===== config.mk =====
export PLATFORM = sky130hd
export DESIGN_NAME = arith_flag_unit
export DESIGN_NICKNAME = d
export VERILOG_FILES = /design/src/rtl/arith_flag_unit.sv
export SDC_FILE = /design/constraint.sdc
export NUM_CORES = 1
export LEC_CHECK = 0
export CAP_MARGIN = 5
export CELL_PAD_IN_SITES_DETAIL_PLACEMENT = 1
export CELL_PAD_IN_SITES_GLOBAL_PLACEMENT = 2
export CORE_AREA = 2 2 152 154
export CTS_BUF_LIST = sky130_fd_sc_hd__clkbuf_16
export CTS_CLUSTER_DIAMETER = 120
export DETAILED_ROUTE_END_ITERATION = 7
export DIE_AREA = 0 0 154 156
export PLACE_DENSITY = 0.81
export SETUP_SLACK_MARGIN = 0.05
export SYNTH_ARGS = -nofsm -noshare
export SYNTH_HDL_FRONTEND = slang
export SYNTH_SLANG_ARGS = --single-unit

===== constraint.sdc =====
create_clock -name clk -period 9.4 [get_ports clk]
set_input_delay 1.88 -clock clk [delete_from_list [all_inputs] [get_ports clk]]
set_output_delay 1.88 -clock clk [all_outputs]
set_load 0.1 [all_outputs]

===== src/rtl/arith_flag_unit.sv =====
module arith_flag_unit #(
  parameter int W     = 32,
  parameter int NIB   = 4,
  parameter int PBITS = 8
) (
  input  logic         clk,
  input  logic         rst,
  input  logic [W-1:0] a,
  input  logic [W-1:0] b,
  input  logic         cin,
  input  logic [2:0]   op,
  input  logic         flag_we,
  output logic [W-1:0] result,
  output logic [5:0]   flags,
  output logic [5:0]   stat_q
);
  localparam logic [2:0] OP_ADD = 3'd0;
  localparam logic [2:0] OP_ADC = 3'd1;
  localparam logic [2:0] OP_SUB = 3'd2;
  localparam logic [2:0] OP_SBB = 3'd3;
  localparam logic [2:0] OP_AND = 3'd4;
  localparam logic [2:0] OP_OR  = 3'd5;
  localparam logic [2:0] OP_XOR = 3'd6;

  logic         cx;
  logic         is_arith, is_sub;
  logic [W:0]   sum_w, dif_w;
  logic [NIB:0] sum_n, dif_n;
  logic         cf, of, sf, zf, af, pf;

  assign cx       = ((op == OP_ADC) || (op == OP_SBB)) ? cin : 1'b0;
  assign is_arith = ~op[2];
  assign is_sub   = op[1];

  assign sum_w = {1'b0, a} + {1'b0, b} + {{W{1'b0}}, cx};
  assign dif_w = {1'b0, a} - {1'b0, b} - {{W{1'b0}}, cx};
  assign sum_n = {1'b0, a[NIB-1:0]} + {1'b0, b[NIB-1:0]} + {{NIB{1'b0}}, cx};
  assign dif_n = {1'b0, a[NIB-1:0]} - {1'b0, b[NIB-1:0]} - {{NIB{1'b0}}, cx};

  always_comb begin
    case (op)
      OP_ADD, OP_ADC: result = sum_w[W-1:0];
      OP_SUB, OP_SBB: result = dif_w[W-1:0];
      OP_AND:         result = a & b;
      OP_OR:          result = a | b;
      OP_XOR:         result = a ^ b;
      default:        result = a;
    endcase
  end

  always_comb begin
    cf = 1'b0;
    of = 1'b0;
    af = 1'b0;
    if (is_arith) begin
      if (is_sub) begin
        cf = dif_w[W];
        af = dif_n[NIB];
        of = (a[W-1] != b[W-1]) && (result[W-1] != a[W-1]);
      end else begin
        cf = sum_w[W];
        af = sum_n[NIB];
        of = (a[W-1] == b[W-1]) && (result[W-1] != a[W-1]);
      end
    end
  end

  assign sf    = result[W-1];
  assign zf    = ~|result;
  assign pf    = ~^result[PBITS-1:0];
  assign flags = {pf, af, zf, sf, of, cf};

  always_ff @(posedge clk) begin
    if (rst)          stat_q <= '0;
    else if (flag_we) stat_q <= flags;
  end

  p_add_ovf_r3: assert property (@(posedge clk) disable iff (rst)
    (!op[2] && !op[1] && flags[1]) |-> (a[W-1] == b[W-1]));
  p_zero_r4: assert property (@(posedge clk) disable iff (rst)
    flags[3] |-> (result == '0));
  p_logic_clear_r7: assert property (@(posedge clk) disable iff (rst)
    op[2] |-> (flags[0] == 1'b0 && flags[1] == 1'b0 && flags[4] == 1'b0));
  p_hold_r8: assert property (@(posedge clk) disable iff (rst)
    !flag_we |=> $stable(stat_q));
  p_capture_r8: assert property (@(posedge clk) disable iff (rst)
    flag_we |=> (stat_q == $past(flags)));
  p_reset_r9: assert property (@(posedge clk)
    rst |=> (stat_q == 6'd0));
endmodule


## Word-level counts from Yosys, hierarchy flattened

Cells that the tools add are included.

- Add/sub/neg operators: 8
- Equal/unequal tests: 9
- Mux-type cells: 8
- Bitwise logic cells: 3
- Reduce and logical (&&, ||, !) cells: 9

Operators by type and width:

| operator | number |
|---|---|
| case mux 32 bit (5 select lines) | 1 |
| adder 32 x 32 -> 33 bit | 1 |
| adder 33 x 1 -> 33 bit | 1 |
| subtractor 32 x 32 -> 33 bit | 1 |
| subtractor 33 x 1 -> 33 bit | 1 |
| bitwise AND 32 bit | 1 |
| OR 32 bit | 1 |
| OR reduction 32 bit | 1 |
| bitwise XOR 32 bit | 1 |
| equality test 3 bit (second input constant) | 3 |
| XNOR reduction 8 bit | 1 |
| 2-to-1 mux 1 bit | 7 |
| equality test 3 x 2 -> 1 bit (second input constant) | 2 |
| adder 4 x 4 -> 5 bit | 1 |
| adder 5 x 1 -> 5 bit | 1 |
| subtractor 4 x 4 -> 5 bit | 1 |
| subtractor 5 x 1 -> 5 bit | 1 |
| OR reduction 2 bit | 2 |
| equality test 3 x 1 -> 1 bit (second input constant) | 1 |
| logical NOT 3 bit | 1 |
| logical AND 1 bit | 2 |
| != test 1 bit | 2 |
| equality test 1 bit | 1 |
| logical NOT 1 bit | 1 |
| logical OR 1 bit | 1 |

- Register bits: 6
- Logic and storage cells: 38

## Longest topological paths before layout

- Depth in word-level cells: 9
- Gate-level depth with buffers: 24
- Depth with buffers taken out: 20

## Least setup slack after synthesis

No wires, ideal clock.

- Path kind: input to output
- Start point: input port op[0]
- End point: output port flags[3]
- Data arrival time: 8399 ps
- Slack: -879 ps
- Cell stages on the path: 17
- Buffers on the path: 5
- Path through: clkbuf_1 > clkbuf_1 > clkbuf_1 > buf_1 > nand3_1 > fa_1 > fa_1 > nand2b_1 > a21o_1 > a21o_1 > o31a_4 > o21ai_0 > mux2_2 > o32ai_1 > or3_1 > nor3_1 > buf_4

- Cells in the longest elaborated chain, start to end: 7

RTL lines:

| element | RTL line | RTL |
|---|---|---|
| start: declaration | 11 | `input logic [2:0] op,` |
| equality test 3 x 1 -> 1 bit / equality test 3 x 2 -> 1 bit (equally long branches) | 31, 41 |  |
| logical OR 1 bit | 31 | `assign cx = ((op == OP_ADC) \|\| (op == OP_SBB)) ? cin : 1'b0;` |
| 2-to-1 mux 1 bit | 31 |  |
| subtractor 33 x 1 -> 33 bit / adder 33 x 1 -> 33 bit (equally long branches) | 36, 35 |  |
| case mux 32 bit (5 select lines) (*) | 41 | `case (op)` |
| net result[22] | 13 | `output logic [W-1:0] result,` |
| OR reduction 32 bit (*) | 69 | `assign zf = ~\|result;` |
| logical NOT 1 bit (*) | 69 |  |
| end: declaration | 14 | `output logic [5:0] flags,` |

The timed path passes the listed nets; every way through them passes the cells marked *.

## Worst setup path in the final report

- Start point: input port a[0]
- End point: output port flags[3]

- Cells in the longest elaborated chain, start to end: 5

RTL lines:

| element | RTL line | RTL |
|---|---|---|
| start: declaration | 8 | `input logic [W-1:0] a,` |
| subtractor 32 x 32 -> 33 bit / adder 32 x 32 -> 33 bit (equally long branches) | 36, 35 |  |
| subtractor 33 x 1 -> 33 bit / adder 33 x 1 -> 33 bit (equally long branches) | 36, 35 |  |
| case mux 32 bit (5 select lines) (*) | 41 |  |
| OR reduction 32 bit (*) | 69 |  |
| logical NOT 1 bit (*) | 69 |  |

Mark *: on every way between the ends. The rest lies on a longest branch, timed or not.

==> results by group <==
Run status
  • Status: completed

Synthesis
  • Synth cell types: 80
  • Syn Inst Count: 1026
  • Post-synthesis register bit count: 6
  • Post-synth top area share: 0.237
  • Mapped Avg Cell Area: 6.69 sq um
  • Yosys warns: 0
  • Asr flop ratio synth: 0
  • Synth Flop Type: dfxtp_1
  • Syn nets: 1231
  • Post-synth EDFFs: 0
  • Sequential area share after synthesis: 0.0175
  • Most area-hungry cell type in the Yosys netlist: ha_1
  • Syn Std Cell Area: 6860 sq um
  • Dominant cells by area after synthesis: ha_1, a21oi_1, inv_1

Clock tree
  • Total CTS buffers: 3
  • CTS resizes: 0
  • Clock transition at path regs: 30 ps
  • H-Tree Depth: 1
  • CTS Buffer Depth: 2
  • CTS tree: built
  • Latest clock arrival within the worst-skew pair: 230 ps
  • # hold bufs at CTS: 0
  • Sink Count: 6
  • Root Buffer: clkbuf_16
  • Post-CTS Setup Inserts: 0

Power and ir drop
  • Leak Pwr: 0.00365 uW
  • Cell Pwr Density: 128 nW/um^2
  • VDD IR max: 0.282 mV
  • Design Power: 1060 uW

Setup path
  • Worst Setup End Kind: output pin
  • Kind of critical path: in2out
  • CP max FO: 3
  • Crit path DAT: 6540 ps
  • Startpoint Class: primary input
  • Required @ worst endpoint: 7520 ps

Cells and area
  • Fill cells: 2830
  • Ant diodes: 0
  • Biggest register: stat_q
  • Area growth syn-to-layout: 20.1%
  • Fin area: 8250 sq um
  • Largest regs: stat_q x6
  • Max reg flops: 6
  • Share of cells above drive strength 1: 0.0772
  • Nets@finish: 1308

GRT
  • Largest net degree at the start of global routing: 65
  • GRT busiest layer: met2
  • Initial antenna violation count: 0
  • Routing usage on met2: 0.424
  • Vias in the first global route: 8087
  • GR Util met3: 0.0258
  • First-pass GRT wire length: 45300 um
  • Met1 Use GR: 0.308
  • GR Overflow Total: 0
  • Total GRT Usage: 0.236

STA
  • Slew Limit Fails: 0
  • Final TNS setup: 0 ps
  • Period utilization: 0.896
  • FMAX: 0.119 GHz
  • Worst Clk Skew: 0 ps
  • Final hold violations: 0
  • Max transition margin: 0.333
  • Worst-margin pin slew: 998 ps
  • Min Tclk post-route: 8420 ps
  • Count of final setup violators: 0
  • RSZ-0062 raised after global routing: false

Floorplan
  • Number of I/O pins: 115
  • Core Box Area: 22400 sq um
  • Die extent in x: 154 um
  • Die H: 156 um
  • Die area: 24000 sq um
  • Starting Density: 0.307
  • FP Rows: 55

Placed design
  • Placed cell area: 8170 sq um
  • Port bufs: 114
  • Post-DP HPWL: 23600 um
  • Placer Congestion: 0.930

Drt
  • Via/cell ratio: 5.71
  • DRC: 0
  • Via count: 7908
  • Number of routed nets with antenna violations: 0
  • Drt pass-1 iters: 5
  • Drt first-iter violations: 497
  • Wire per inst: 21.1 um
  • Final wirelength: 29200 um

Worst hold path
  • Min-Delay Path Class: reg2reg

Run
  • Max_cap viols: 0
where the power goes:
group	total, uW	switching [uW]	internal (uW)	leakage (uW)
clock network	68.0	13.5	54.5	0.0000370
registers	30.9	1.85	29.1	0.0000490
logic	960	677	283	0.00357
synth_stat cells, types with 7 or more instances:
cell	n
a31oi_1	14
ha_1	130
o21ai_0	63
a21oi_1	94
mux2i_1	14
nor2_1	88
a21o_1	17
nor3_1	26
a211oi_1	11
o22ai_1	13
o221ai_1	18
o211ai_1	14
nand3_1	17
nand2_1	89
xor2_1	22
inv_1	122
nand2b_1	10
o21a_1	16
o32ai_1	7
nor4_1	13
xnor2_1	23
clkbuf_1	42
nand4_1	22
worst paths after layout:
| path | from | end | slack, ps | cells after the start |
|---|---|---|---|---|
| setup / recovery | a[0] | flags[3] | 980 | 20 |
| hold / removal | stat_q[0]$_SDFFE_PP0P_ | stat_q[0]$_SDFFE_PP0P_ | 470 | 2 |
| setup reg to reg | stat_q[3]$_SDFFE_PP0P_ | stat_q[3]$_SDFFE_PP0P_ | 8430 | 2 |
| hold reg to reg | stat_q[0]$_SDFFE_PP0P_ | stat_q[0]$_SDFFE_PP0P_ | 470 | 2 |
worst max-delay path: stages:
cell and delay, ps:
clkdlybuf4s50_1 500, inv_1 110, fa_1 610, inv_1 60
ha_1 200, nor2_1 170, fa_1 270, nand2b_1 80
a21oi_1 280, xnor2_1 100, a22o_1 190, o32ai_1 380
ha_1 210, nand4_1 90, nor2_1 260, nand2_1 120
nor3_1 170, nand4_1 190, nor3_1 430, buf_12 230
logic make-up after synthesis:
family                   Yosys count  share of synthesized area
adder cells (fa/ha/maj)          134                      0.249
buffers and inverters            182                      0.105
multiplexers                      20                     0.0352
AO/OA/AOI/OAI                    338                      0.329
XOR/XNOR                          45                     0.0574
AND/OR/NAND/NOR                  301                      0.207
flip-flops                         6                     0.0175
cells in the final DEF (no fill, tap or decap), drive strengths merged, types with 4 or more instances in the layout:
cell / n
ha: 130
inv: 122
a21oi: 95
nand2: 89
nor2: 88
clkdlybuf4s50: 78
o21ai: 66
buf: 52
nor3: 26
xnor2: 23
nand4: 22
xor2: 22
o221ai: 18
a21o: 17
nand3: 17
o21a: 16
a31oi: 14
mux2i: 14
o211ai: 14
nor4: 14
o22ai: 13
a211oi: 11
nand2b: 10
o32ai: 7
a211o: 6
o31ai: 6
or3: 6
dfxtp: 6
and2: 5
nor2b: 5
and3: 4
a21boi: 4
a221oi: 4
or2: 4
fa: 4
o31a: 4
o41ai: 4
per-stage QoR:
stage / cells / hold WS (ps) / util / setup slack (ps)
2_1_floorplan: 1026 / 902 / - / 69.5
3_3_place_gp: 1383 / 465 / 0.365 / 1020
3_5_place_dp: 1383 / 467 / 0.365 / 962
4_1_cts: 1386 / 472 / 0.369 / 959
5_1_grt: 1386 / 507 / 0.369 / 671
6_report: 1386 / 471 / 0.369 / 976
area by class of cell:
cell class	instances	area [sq um]	share of cell area
multi-input combinational	838	6040	0.733
sequential	6	120	0.0146
timing repair buffer	130	1190	0.144
tap	285	357	0.0432
inverter	124	465	0.0564
clock buffer	3	75.1	0.00910
metal layers:
| layer | vias up | share of wire |
|---|---|---|
| met3 | 25 | 0.040 |
| met5 | - | 0 |
| met2 | 182 | 0.48 |
| li1 | 3842 | - |
| met4 | 0 | 0.018 |
| met1 | 3859 | 0.47 |
No activity file was read; power rests on OpenSTA's default activity.
